### src/rtl/dmnclk_pkg.sv
package dmnclk_pkg;
  localparam int SEL_W      = 3;
  localparam int FIELD_W    = 4;
  localparam int BUSY_BIT   = 3;
  localparam int WAIT_LSB   = 16;
  localparam int HOLD_LSB   = 20;
  localparam int BYPASS_BIT = 24;
  localparam int UPDATE_BIT = 25;

  typedef enum logic [1:0] {SW_IDLE, SW_DRAIN, SW_SETTLE} swState_t;

  // control -> datapath
  typedef struct packed {
    logic               stopReq;
    logic [SEL_W-1:0]   activeSel;
    logic               bypass;
    logic               loadReq;
    logic [FIELD_W-1:0] waitCfg;
    logic [FIELD_W-1:0] holdCfg;
  } ctlStrobes_t;

  // datapath -> control
  typedef struct packed {
    logic halted;
    logic selRise;
    logic loaded;
  } dpStatus_t;
endpackage

### src/rtl/domain_clkgen_ctl.sv
module domain_clkgen_ctl
  import dmnclk_pkg::*;
#(
  parameter int NUM_SRC      = 5,
  parameter int CNT_W        = 4,
  parameter int FIXED_SRC    = 0,
  parameter int FIXED_CODE   = 4,
  parameter int SETTLE_TICKS = 2
) (
  input  logic        clk,
  input  logic        rstN,
  input  logic        wrEn,
  input  logic [31:0] wrData,
  output logic [31:0] rdData,
  input  dpStatus_t   dpStat,
  output ctlStrobes_t ctlBus
);
  localparam logic [SEL_W-1:0]   RESET_SEL = (FIXED_SRC != 0) ? SEL_W'(FIXED_CODE) : SEL_W'(1);
  localparam logic [FIELD_W-1:0] CNT_MASK  = FIELD_W'((1 << CNT_W) - 1);
  localparam int                 SC_W      = $clog2(SETTLE_TICKS + 1);
  localparam logic [SC_W-1:0]    SC_LAST   = SC_W'(SETTLE_TICKS - 1);

  logic [SEL_W-1:0]   selReq, activeSel;
  logic [FIELD_W-1:0] waitR, holdR;
  logic               bypassR, updPend, busy;
  logic [SC_W-1:0]    settleCnt;
  swState_t           swState;
  logic               unusedWr;

  assign unusedWr = ^{wrData[31:26], wrData[15:3]};

  always_ff @(posedge clk) begin
    if (!rstN) begin
      selReq    <= RESET_SEL;
      activeSel <= RESET_SEL;
      waitR     <= '0;
      holdR     <= '0;
      bypassR   <= 1'b1;
      updPend   <= 1'b0;
      settleCnt <= '0;
      swState   <= SW_IDLE;
    end else begin
      if (dpStat.loaded) updPend <= 1'b0;
      if (wrEn) begin
        if (FIXED_SRC == 0 && int'(wrData[SEL_W-1:0]) < NUM_SRC)
          selReq <= wrData[SEL_W-1:0];
        waitR   <= wrData[WAIT_LSB +: FIELD_W] & CNT_MASK;
        holdR   <= wrData[HOLD_LSB +: FIELD_W] & CNT_MASK;
        bypassR <= wrData[BYPASS_BIT];
        if (wrData[UPDATE_BIT]) updPend <= 1'b1;
      end
      unique case (swState)
        SW_IDLE:  if (selReq != activeSel) swState <= SW_DRAIN;
        SW_DRAIN: if (dpStat.halted) begin
          activeSel <= selReq;
          settleCnt <= '0;
          swState   <= SW_SETTLE;
        end
        SW_SETTLE: if (dpStat.selRise) begin
          if (settleCnt == SC_LAST) swState <= SW_IDLE;
          else settleCnt <= settleCnt + 1'b1;
        end
        default: swState <= SW_IDLE;
      endcase
    end
  end

  assign busy = (swState != SW_IDLE) || (selReq != activeSel);

  always_comb begin
    ctlBus.stopReq   = (swState != SW_IDLE);
    ctlBus.activeSel = activeSel;
    ctlBus.bypass    = bypassR;
    ctlBus.loadReq   = updPend;
    ctlBus.waitCfg   = waitR;
    ctlBus.holdCfg   = holdR;
  end

  always_comb begin
    rdData                         = '0;
    rdData[SEL_W-1:0]              = selReq;
    rdData[BUSY_BIT]               = busy;
    rdData[WAIT_LSB +: FIELD_W]    = waitR;
    rdData[HOLD_LSB +: FIELD_W]    = holdR;
    rdData[BYPASS_BIT]             = bypassR;
    rdData[UPDATE_BIT]             = updPend;
  end
endmodule

### src/rtl/domain_clkgen_dp.sv
module domain_clkgen_dp
  import dmnclk_pkg::*;
#(
  parameter int NUM_SRC     = 5,
  parameter int SYNC_STAGES = 2
) (
  input  logic               clk,
  input  logic               rstN,
  input  logic [NUM_SRC-1:0] srcClk,
  input  ctlStrobes_t        ctlBus,
  output dpStatus_t          dpStat,
  output logic               domainClk
);
  logic [SYNC_STAGES-1:0] syncQ [NUM_SRC];
  logic [NUM_SRC-1:0]     lvl, prevLvl;

  for (genvar g = 0; g < NUM_SRC; g++) begin : g_sync
    always_ff @(posedge clk) begin
      if (!rstN) begin
        syncQ[g]   <= '0;
        prevLvl[g] <= 1'b0;
      end else begin
        syncQ[g]   <= {syncQ[g][SYNC_STAGES-2:0], srcClk[g]};
        prevLvl[g] <= syncQ[g][SYNC_STAGES-1];
      end
    end
    assign lvl[g] = syncQ[g][SYNC_STAGES-1];
  end

  logic               selLvl, selRise, phaseHigh, halted;
  logic [FIELD_W-1:0] cnt, waitAct, holdAct;
  logic               atBoundary, startNow, haltNow;

  assign selLvl  = lvl[ctlBus.activeSel];
  assign selRise = selLvl & ~prevLvl[ctlBus.activeSel];

  always_comb begin
    atBoundary = ctlBus.bypass || (!phaseHigh && cnt == holdAct);
    startNow   = 1'b0;
    haltNow    = 1'b0;
    if (halted) begin
      startNow = !ctlBus.stopReq && !ctlBus.bypass && selRise;
    end else if (ctlBus.stopReq) begin
      haltNow = ctlBus.bypass ? !selLvl : (selRise && atBoundary);
    end else begin
      startNow = selRise && atBoundary;
    end
  end

  always_ff @(posedge clk) begin
    if (!rstN) begin
      phaseHigh <= 1'b0;
      halted    <= 1'b0;
      cnt       <= '0;
      waitAct   <= '0;
      holdAct   <= '0;
    end else if (haltNow) begin
      halted    <= 1'b1;
      phaseHigh <= 1'b0;
      cnt       <= '0;
    end else if (halted && !ctlBus.stopReq && ctlBus.bypass && !selLvl) begin
      halted <= 1'b0;
    end else if (startNow) begin
      halted    <= 1'b0;
      phaseHigh <= 1'b1;
      cnt       <= '0;
      if (ctlBus.loadReq) begin
        waitAct <= ctlBus.waitCfg;
        holdAct <= ctlBus.holdCfg;
      end
    end else if (!halted && selRise) begin
      if (phaseHigh && cnt == waitAct) begin
        phaseHigh <= 1'b0;
        cnt       <= '0;
      end else begin
        cnt <= cnt + 1'b1;
      end
    end
  end

  assign dpStat.halted  = halted;
  assign dpStat.selRise = selRise;
  assign dpStat.loaded  = startNow && ctlBus.loadReq;

  assign domainClk = halted ? 1'b0 : (ctlBus.bypass ? selLvl : phaseHigh);
endmodule

### src/rtl/domain_clkgen.sv
module domain_clkgen
  import dmnclk_pkg::*;
#(
  parameter int NUM_SRC      = 5,
  parameter int CNT_W        = 4,
  parameter int FIXED_SRC    = 0,
  parameter int FIXED_CODE   = 4,
  parameter int SETTLE_TICKS = 2,
  parameter int SYNC_STAGES  = 2
) (
  input  logic               clk,
  input  logic               rstN,
  input  logic [NUM_SRC-1:0] srcClk,
  input  logic               wrEn,
  input  logic [31:0]        wrData,
  output logic [31:0]        rdData,
  output logic               domainClk
);
  ctlStrobes_t ctlBus;
  dpStatus_t   dpStat;

  domain_clkgen_ctl #(
    .NUM_SRC(NUM_SRC), .CNT_W(CNT_W), .FIXED_SRC(FIXED_SRC),
    .FIXED_CODE(FIXED_CODE), .SETTLE_TICKS(SETTLE_TICKS)
  ) u_ctl (
    .clk(clk), .rstN(rstN), .wrEn(wrEn), .wrData(wrData),
    .rdData(rdData), .dpStat(dpStat), .ctlBus(ctlBus)
  );

  domain_clkgen_dp #(
    .NUM_SRC(NUM_SRC), .SYNC_STAGES(SYNC_STAGES)
  ) u_dp (
    .clk(clk), .rstN(rstN), .srcClk(srcClk), .ctlBus(ctlBus),
    .dpStat(dpStat), .domainClk(domainClk)
  );
endmodule

### config.mk
export PLATFORM = sky130hd
export DESIGN_NAME = domain_clkgen
export DESIGN_NICKNAME = d
export VERILOG_FILES = /design/src/rtl/dmnclk_pkg.sv /design/src/rtl/domain_clkgen_ctl.sv /design/src/rtl/domain_clkgen_dp.sv /design/src/rtl/domain_clkgen.sv
export SDC_FILE = /design/constraint.sdc
export NUM_CORES = 1
export LEC_CHECK = 0
export ABC_CLOCK_PERIOD_IN_PS = 2100
export CAP_MARGIN = 40
export CORE_ASPECT_RATIO = 0.7
export CORE_MARGIN = 1
export CORE_UTILIZATION = 62
export DETAILED_ROUTE_END_ITERATION = 7
export DONT_BUFFER_PORTS = 1
export PLACE_DENSITY = 0.88
export SLEW_MARGIN = 20
export SYNTH_ARGS = -nofsm -noshare
export SYNTH_HDL_FRONTEND = slang
export SYNTH_SLANG_ARGS = --single-unit
### constraint.sdc
create_clock -name clk -period 2.1 [get_ports clk]
set_input_delay 0.21 -clock clk [delete_from_list [all_inputs] [get_ports clk]]
set_output_delay 0.21 -clock clk [all_outputs]
set_load 0.03 [all_outputs]
; Word-level counts from Yosys, hierarchy flattened
; Memories as Yosys holds them, arrays and structs flattened.
; Index checks and enable logic that the tools add are counted.
[op_classes]
n_addsub = 2
magnitude_cmp = 2
n_eq_ne = 11
n_mux = 39
bitwise = 10
n_reduce_logical = 31
[op_table]
columns = operator, count
row1 = $mux 2, 12
row2 = $mux 1, 20
row3 = $mux 4, 3
row4 = $reduce_and 4->1, 3
row5 = $logic_and 1x1->1, 10
row6 = $eq 4x4->1, 2
row7 = $ne 2x1->1 const B, 4
row8 = $reduce_bool 2->1, 4
row9 = $bmux 1 s3, 2
row10 = $pmux 2 s3, 1
row11 = $reduce_and 2->1, 3
row12 = $logic_not 1->1, 5
row13 = $or 1x1->1, 5
row14 = $add 4x1->4 const B, 1
row15 = $eq 2x1->1 const B, 2
row16 = $lt 3x4->1 const B, 1
row17 = $not 1->1, 4
row18 = $pmux 2 s2, 1
row19 = $lt 3x3->1 const B, 1
row20 = $ne 3x3->1, 1
row21 = $reduce_and 3->1, 1
row22 = $reduce_bool 3->1, 1
row23 = $add 2x1->2 const B, 1
row24 = $eq 2x2->1 const B, 1
row25 = other kinds (5), 6
[totals]
reg_bits = 39
mem_bits_rw = 10
inputBits = 40
output_inout_bits = 33
elab_cells = 114
mem_count = 1
[memory_table]
columns = memory, depth, width, read_ports, rd_clocked_by_memory_dff, wr, line_no
row1 = u_dp.syncQ, 5, 2, 5, 0, 5, domain_clkgen_dp.sv:14  ; logic [SYNC_STAGES-1:0] syncQ [NUM_SRC];

; Depth between registers and ports, before layout
; Gate-level depths: netlist (run 1).
[logic_depth]
ltp_word = 11
mapped_depth = 8
depth_no_buf = 5

; Cells and area by module
; From an unflattened synthesis (run 1), not the netlist that was laid out.
[unflattened]
hier_cells = 260
hier_area_um2 = 2448.6
[by_module_without_submodules]
columns = module, instances, cells_per_inst, area_per_inst_um2, seq_area_each_um2
row1 = domain_clkgen_dp, 1, 146, 1395.1, 580.6
row2 = domain_clkgen_ctl, 1, 114, 1053.5, 400.4

; Least setup slack after synthesis (run 1)
; No wires, ideal clock.
[synth_path]
path_type = register -> output
start = register u_ctl.activeSel[0]
end = output domainClk
arrival_ps = 1981
required_time_ps = 1890
path_slack_ps = -91
stages_incl_launch_ff = 8
path_buffers = 3
cell_sequence = dfxtp_1 -> buf_6 -> nor3b_4 -> a22oi_2 -> and2_4 -> buf_6 -> buf_4 -> a211oi_1
[synth_between]
elab_chain_len = 4
[synth_rtl]
columns = item, line_no
row1 = start: declaration, domain_clkgen_ctl.sv:23  ; logic [SEL_W-1:0] selReq, activeSel;
row2 = start signal: assignment, domain_clkgen_ctl.sv:55  ; activeSel <= selReq;
row3 = $bmux 1 s3, domain_clkgen_dp.sv:34  ; assign selLvl = lvl[ctlBus.activeSel];
row4 = $mux 1 (not written as such), domain_clkgen_dp.sv:34
row5 = $mux 1 (2 in series), domain_clkgen_dp.sv:85  ; assign domainClk = halted ? 1'b0 : (ctlBus.bypass ? selLvl : phaseHigh);
row6 = end: declaration, domain_clkgen.sv:17  ; output logic domainClk
; No other way between the ends. The select of a mux whose other input is x is not followed.

; Final worst setup path (run 1)
[layout_path]
start = register u_ctl.activeSel[0]
end = register u_dp.cnt[2]
[layout_between]
elab_chain_len = 9
word_cells_on_any_way = 21
classes_between = mux (10) / bitwise (3) / reduce/logical (8)
[layout_rtl]
columns = item, line_no
row1 = $bmux 1 s3, domain_clkgen_dp.sv:35  ; assign selRise = selLvl & ~prevLvl[ctlBus.activeSel];
row2 = $mux 1 (not written as such), domain_clkgen_dp.sv:35
row3 = $not 1->1, domain_clkgen_dp.sv:35
row4 = $and 1x1->1, domain_clkgen_dp.sv:35
row5 = $logic_and 1x1->1, "domain_clkgen_dp.sv:44, domain_clkgen_dp.sv:46"
row6 = $mux 1 (on tied branches), "domain_clkgen_dp.sv:43, domain_clkgen_dp.sv:44"
row7 = $mux 1 (on tied branches), "domain_clkgen_dp.sv:41, domain_clkgen_dp.sv:43"
row8 = $reduce_bool 2->1 (no source line) / $mux 1 (equally long branches), -
row9 = $reduce_and 2->1 (no source line) / $reduce_or 2->1 (equally long branches), -
row10 = end signal: assignment, domain_clkgen_dp.sv:76  ; cnt <= cnt + 1'b1;
row11 = end: declaration, domain_clkgen_dp.sv:31  ; logic [FIELD_W-1:0] cnt, waitAct, holdAct;
; Several ways; a longest one is shown, not always the timed one. The select of a mux whose other input is x is not followed.
; A chain may end at the register's enable or synchronous reset.

==> results of run 1 <==
synthesized netlist by cell type (4+ instances only):
| master | count |
|---|---|
| a211oi_1 | 5 |
| a21oi_1 | 6 |
| and2_1 | 16 |
| buf_4 | 31 |
| clkbuf_1 | 7 |
| dfxtp_1 | 49 |
| inv_1 | 4 |
| mux2i_1 | 20 |
| nand2_1 | 29 |
| nor2_1 | 16 |
| o21ai_0 | 4 |
| o31ai_1 | 4 |
| or4_1 | 4 |
| xor2_1 | 9 |
metrics by stage:
stage	utilization, %	hold slack [ns]
2_1_floorplan	-	0.337
3_3_place_gp	63.5	0.276
3_5_place_dp	63.5	0.276
4_1_cts	66.7	0.0134
5_1_grt	67.3	0.0131
6_report	67.3	0.0233
metal layers:
metal  share of wire [%]  wire length, um  up-vias
met4                 3.0              135        0
met5                   0                0        -
met3                 8.2              365       19
li1                    -                -      818
met1                  44             1930      791
met2                  45             1990       83
timing repair:
| item | 4_1_cts | 5_1_grt |
|---|---|---|
| pin swaps | 0 | 2 |
| setup endpoints to repair | 1 | 13 |
| buffers inserted | 2 | 1 |
| resized for setup | 0 | 3 |
| hold endpoints to repair | 3 | 0 |
| hold buffers | 1 | 0 |
state kept, by name, indices dropped and copies added, names as in the netlist:
register         flops
u_ctl.holdR          4
u_dp.cnt             4
u_dp.holdAct         4
u_ctl.selReq         3
u_ctl.waitR          4
u_dp.halted          1
u_dp.waitAct         4
u_ctl.swState        2
u_ctl.updPend        1
u_dp.syncQ          10
u_dp.prevLvl         5
u_ctl.settleCnt      2
u_ctl.bypassR        1
u_ctl.activeSel      3
u_dp.phaseHigh       1
cell usage in the layout, fill, tap and decap left out, types with 3 or more instances in the layout:
| cell type | synthesis | routed |
|---|---|---|
| dfxtp_1 | 49 | 48 |
| nand2_1 | 29 | 29 |
| mux2i_1 | 20 | 20 |
| conb_1 | 1 | 18 |
| nor2_1 | 16 | 16 |
| and2_1 | 16 | 16 |
| xor2_1 | 9 | 9 |
| buf_4 | 31 | 8 |
| a21oi_1 | 6 | 6 |
| clkbuf_8 | 0 | 5 |
| inv_1 | 4 | 4 |
| o21ai_0 | 4 | 4 |
| o31ai_1 | 4 | 4 |
| or4_1 | 4 | 4 |
| xnor2_1 | 3 | 3 |
| nand4_1 | 3 | 3 |
| mux2_2 | 3 | 3 |
| a211oi_2 | 1 | 3 |
| or3_1 | 3 | 3 |
| nor3_1 | 3 | 3 |
| a211oi_1 | 5 | 3 |
| nand3_1 | 3 | 3 |
how the worst min path moves through the flow:
stage,startpoint,to,slack (ns),cells after the start
floorplan,srcClk[0],u_dp.syncQ[0][0],0.34,1
global placement,rstN,u_ctl.bypassR,0.28,1
detailed placement,rstN,u_ctl.bypassR,0.28,1
CTS,rstN,u_dp.syncQ[4][0],0.01,1
global route,rstN,u_dp.prevLvl[1],0.01,1
finish,srcClk[4],u_dp.syncQ[4][0],0.02,1
area by class of cell:
class,count,share of cell area [%]
Clock buffer,6,2.99
Sequential cell,49,40.5
Multi-Input combinational cell,180,49.6
Timing Repair Buffer,9,2.89
Tap cell,50,2.58
Inverter,5,0.774
Clock inverter,2,0.619
power by group through the flow:
stage               logic [mW]  registers, mW  clock network (mW)
floorplan                0.263           1.01                   0
global placement         0.198           1.04                   0
detailed placement       0.205           1.05                   0
CTS                      0.210           1.02               0.551
global route             0.236           1.03               0.587
finish                   0.218           1.03               0.544
worst max-delay path: stages, from the launching register on:
cell	delay, ns
dfxtp_2	0.35
buf_4	0.16
nor3b_4	0.21
a22oi_2	0.14
and2_4	0.19
buf_4	0.18
or4_1	0.50
a211oi_2	0.23
kinds of logic after synthesis:
| logic type | count (synthesis) |
|---|---|
| fa+ha+maj | 2 |
| compound gates | 34 |
| mux | 24 |
| simple gates | 90 |
| xor+xnor | 12 |
| buf+inv | 46 |
| other cells | 1 |
| flops | 49 |
==> run metrics, run 1 <==
Layout fillers roughly 270; Clock H-tree levels 2; Syn Area/Cell 9.30 sq um; GRT Residual Overflow 0; GR Util met3 about 6.8%; mux cell area share after synthesis 10.4%; Final setup viols 0; reg2reg setup slack slightly below 0.07 ns; Register-to-Register Path Depth 7; total power ~1.8 mW; CP required approximately 2.3 ns; Yosys warning count 0; DRC 0; max cap viols 0; worst skew pair latency just over 0.3 ns; TritonCTS buffer count 5; Worst slew margin 62.2%; DRT iter0 DRCs 122; Post-Syn Instances between 200 and 300; Setup crit end u_dp.cnt[2]; CTS root buf clkbuf_8; asr flop ratio synth 0%; max-slew violation count 0; 1st-pass router iterations 4; CP Launch Type flop; global-route wire length before repair just over 7 mm; Total Wirelength approximately 4.4 mm; maximum clock path buffer count 2; fin cells 301; setup TNS 0 ns; routability cong. 0.872; area fraction in compound gates after synthesis 10.7%; dpl hpwl between 2 and 3 mm; Final Skew around 0.011 ns; WP data arrival approximately 2.3 ns; die area 0.00413 sq mm; TritonCTS clock tree done; initial antenna violation count 0; Synth area leader dfxtp_1; Hold Fails Final Rpt 0; final worst-path cycle share 96.7%; HP Class input port to flop; clock-pin slew of the registers on the worst-case setup and hold paths about 0.090 ns; worst-margin pin slew approximately 0.56 ns; largest net degree at the start of global routing 37; Pint around 1.3 mW; PnR worst setup slack 0.0696 ns; nets 292; ys flop type dfxtp_1; Synth Cell Area 0.00240 sq mm; GRT Util Overall between 20% and 30%; vias in the first global route 1583; Synth area leaders dfxtp_1 41%, buf_4 9.7%, mux2i_1 8.3%; PwrDens ~740 mW/mm^2; Yosys reg bits between 40 and 50; RR Startpoint u_ctl.activeSel[0]; met2 Use GR between 30 and 40%; register area share after synthesis between 40% and 50%; outcome finished clean; Routed WL per cell ~15 um; proportion of layout cells with a drive suffix above 1 a little over an eighth; Setup crit start u_ctl.activeSel[0]; Final ANT Viol Nets 0; Clock Power Share 30.4%; Flop pwr share 57.4%; r2r endpoint u_dp.cnt[2]; # port buffers 0; Switching Power ~520 uW; # IOs 73; Leak around 1 nW; Gate power share between 10% and 20%; top-area cell type share of the netlist area between 40% and 50%; unrepaired setup endpoints after global routing true; row cnt 18; Register Area about 980 sq um; Setup Crit Path Kind flop to flop; Die H about 54 um; Post-synth EDFFs 0; CP max FO 14; Die W between 70 and 80 um; min cycle time layout just over 2 ns; Initial Util around 67%; Syn-to-layout area delta 1.04%; Crit. End Element flop; Synth Area in XOR/XNOR under 10%; switching share of total power around 29%; Max VDD drop around 0.00064 V; Ant. Diodes 0; largest family of logic cells by synthesized area simple AND/OR/NAND/NOR gates; busiest grt layer met2; clk sinks just under 50; fraction of the mapped netlist area in adder cells about 1.0%; DP Worst Slack between 0.1 and 0.15 ns; total number of vias 1711; Post-Synth Simple-Gate Area roughly a fifth; design area around 0.0024 sq mm; placed instance area about 0.0023 sq mm; Vias/cell around 5.7; core footprint 0.00360 sq mm; Synth cell types just under 50; multi-input gate area in the final layout 0.00120 sq mm; M1 GR Usage a little over a quarter; Max Freq around 490 MHz; placed insts between 200 and 300
Power figures use the tool's default switching activity.
==> inputs of run 2 (changes only) <==
--- a/config.mk
+++ b/config.mk
@@ -9,11 +9,12 @@
 export CAP_MARGIN = 40
 export CORE_ASPECT_RATIO = 0.7
 export CORE_MARGIN = 1
-export CORE_UTILIZATION = 62
+export CORE_UTILIZATION = 42
 export DETAILED_ROUTE_END_ITERATION = 7
 export DONT_BUFFER_PORTS = 1
-export PLACE_DENSITY = 0.88
+export PLACE_DENSITY = 0.66
 export SLEW_MARGIN = 20
 export SYNTH_ARGS = -nofsm -noshare
 export SYNTH_HDL_FRONTEND = slang
+export SYNTH_HIERARCHICAL = 1
 export SYNTH_SLANG_ARGS = --single-unit
==> run 2 against run 1 <==
- first-iteration DRC count is 26% lower
- critical path type is now flop to primary output
- total power is 11% higher
- design area increased by 9.8%
- hold slack is essentially flat
- clock power is 29% higher
- largest cell class unchanged
==> run metrics, run 2 <==
outcome finished clean; top-area cell type share of the netlist area approximately two fifths; family with the most delay on the worst path compound AO/OA/AOI/OAI gates; Yosys warning count 6; TritonCTS clock tree done; worst skew pair latency about 0.30 ns; Synth Cell Area 0.00245 sq mm; # port buffers 0; Pint roughly 1.4 mW; CP max FO 3; CP Launch Type flop; asr flop ratio synth 0%; PwrDens ~750 mW/mm^2; WP buf/inv 2; Yosys reg bits 49; cell with the most instances after synthesis dfxtp_1; nets between 300 and 400; register area share after synthesis 40.1%; max reg flops 10; initial antenna violation count 0; DRT iter0 DRCs 90; commonest non-fill, non-tap cell in the layout dfxtp_1; Synth area leader dfxtp_1; max cap viols 0; Synth cell types 49; DP Worst Slack -0.0257 ns; Gate power share a little over an eighth; Leak 1.18 nW; proportion of layout cells with a drive suffix above 1 about 16%; Routed WL per cell roughly 13 um; Setup Crit Path Kind flop to primary output; reg2reg setup slack 0.10 ns; Flop pwr share between 50 and 60%; total number of vias ~1700; Cell Chain, Critical Path mux2i_1 -> a211o_1 -> o31a_2 -> buf_4 -> a211oi_2 -> buf_4; Biggest register u_dp/syncQ; Max Freq slightly below 500 MHz; Final setup viols 0; routability cong. around 0.80; global-route wire length before repair between 6 and 7 mm; Syn-to-layout area delta 8.74%; Hold Fails Final Rpt 0; HP Class input port to flop; Clock H-tree levels 2; Worst path max stage delay between 0.3 and 0.4 ns; die area a little over 0.006 sq mm; Max VDD drop approximately 0.00060 V; Post-synth EDFFs 0; # IOs 73; GRT Util Overall between 10 and 15%; TritonCTS buffer count 5; DRC 0; Die H between 60 and 70 um; CP dominant cell by count buf_4; design area ~0.0027 sq mm; ys flop type dfxtp_1; biggest regs u_dp/syncQ (10), u_dp/prevLvl (5); WP data arrival about 1.8 ns; 1st-pass router iterations 4; vias in the first global route roughly 1500; CP required around 1.9 ns; final worst-path cycle share ~97%; top cells by count, synth 49 x dfxtp_1, 34 x buf_4, 25 x mux2i_1, 17 x and2_1, 17 x nor2_1; max-slew violation count 0; clk sinks roughly 50; Switching Power ~550 uW; slowest CP cell dfxtp_2; switching share of total power 27.7%; Synth area leaders dfxtp_1 40%, buf_4 10%, mux2i_1 10%; Crit. End Element primary output; placed instance area roughly 0.0025 sq mm; Final Skew 0.00708 ns; Min Hold Slack about 0.024 ns; PnR worst setup slack ~0.070 ns; GRT Residual Overflow 0; Vias/cell ~4.9; dpl hpwl slightly above 3 mm; maximum clock path buffer count 2; largest net degree at the start of global routing 28; Ant. Diodes 0; min cycle time layout just over 2 ns; most frequent cells in the layout 46 x dfxtp_1, 25 x mux2i_1, 22 x buf_4; Die W ~93 um; Initial Util between 40% and 50%; Total Wirelength 4.36 mm; Clock Power Share about a third; Syn Area/Cell 9.42 sq um; core footprint about 0.0054 sq mm; row cnt 22; Post-Syn Instances 260; Final ANT Viol Nets 0; CTS root buf clkbuf_8; clock-pin slew of the registers on the worst-case setup and hold paths around 0.10 ns
## run 2: cells by family after synthesis
family / share of synthesized area (%)
AND/OR/NAND/NOR: 23.9
flip-flops: 40.1
buffers and inverters: 12.4
AO/OA/AOI/OAI: 9.40
multiplexers: 10.2
XOR/XNOR: 2.86
adder cells (fa/ha/maj): 1.02
other: 0.153
## run 2: layer usage
metal	vias to the layer above	global-route usage (%)	share of wire, %
li1	860	-	-
met1	777	19.8	51
met2	41	22.5	44
met3	5	3.56	4.9
met4	0	4.62	0.73
met5	-	0	0
## run 2: timing repair
action                                 CTS  global route
pin swaps                                0             0
setup endpoints to repair                2             2
gates resized for setup                  3             3
hold buffers                             1             1
setup buffers                            0             2
endpoints found under the hold margin    3             1
## run 2: power by group through the flow
stage               Sequential [mW]  Clock [mW]  Combinational, mW
global route                   1.02       0.771              0.291
global placement               1.04           0              0.258
CTS                            1.01       0.719              0.264
detailed placement             1.04           0              0.261
finish                         1.01       0.701              0.270
floorplan                      1.01           0              0.290
## run 2: cell type report
class	instances	area, sq um
fillers	508	2760
flip-flops and latches	49	990
clock buffers	5	68.8
clock inverters	3	50.0
inverters	5	18.8
multi-input cells	182	1240
well taps	72	90.1
repair buffers	25	205
## run 2: path summary, 6_finish.rpt
path                            cells after the start            endpoint                from
worst max register to register                      7  u_ctl/settleCnt[1]  u_ctl/activeSel[2]
worst min-delay path                                1    u_dp/syncQ[2][0]                rstN
worst max-delay path                                6           domainClk  u_ctl/activeSel[1]
worst min register to register                      1    u_dp/syncQ[2][1]    u_dp/syncQ[2][0]
## run 2: per-stage QoR
step	setup TNS (ns)	cells	utilization, %	power [mW]
after floorplan	0	277	-	1.30
after global placement	0	329	46.0	1.29
after detailed placement	-0.0257	329	46.0	1.30
after CTS	0	338	48.5	2.00
after global routing	-0.00198	341	49.1	2.08
final	0	341	49.1	1.98
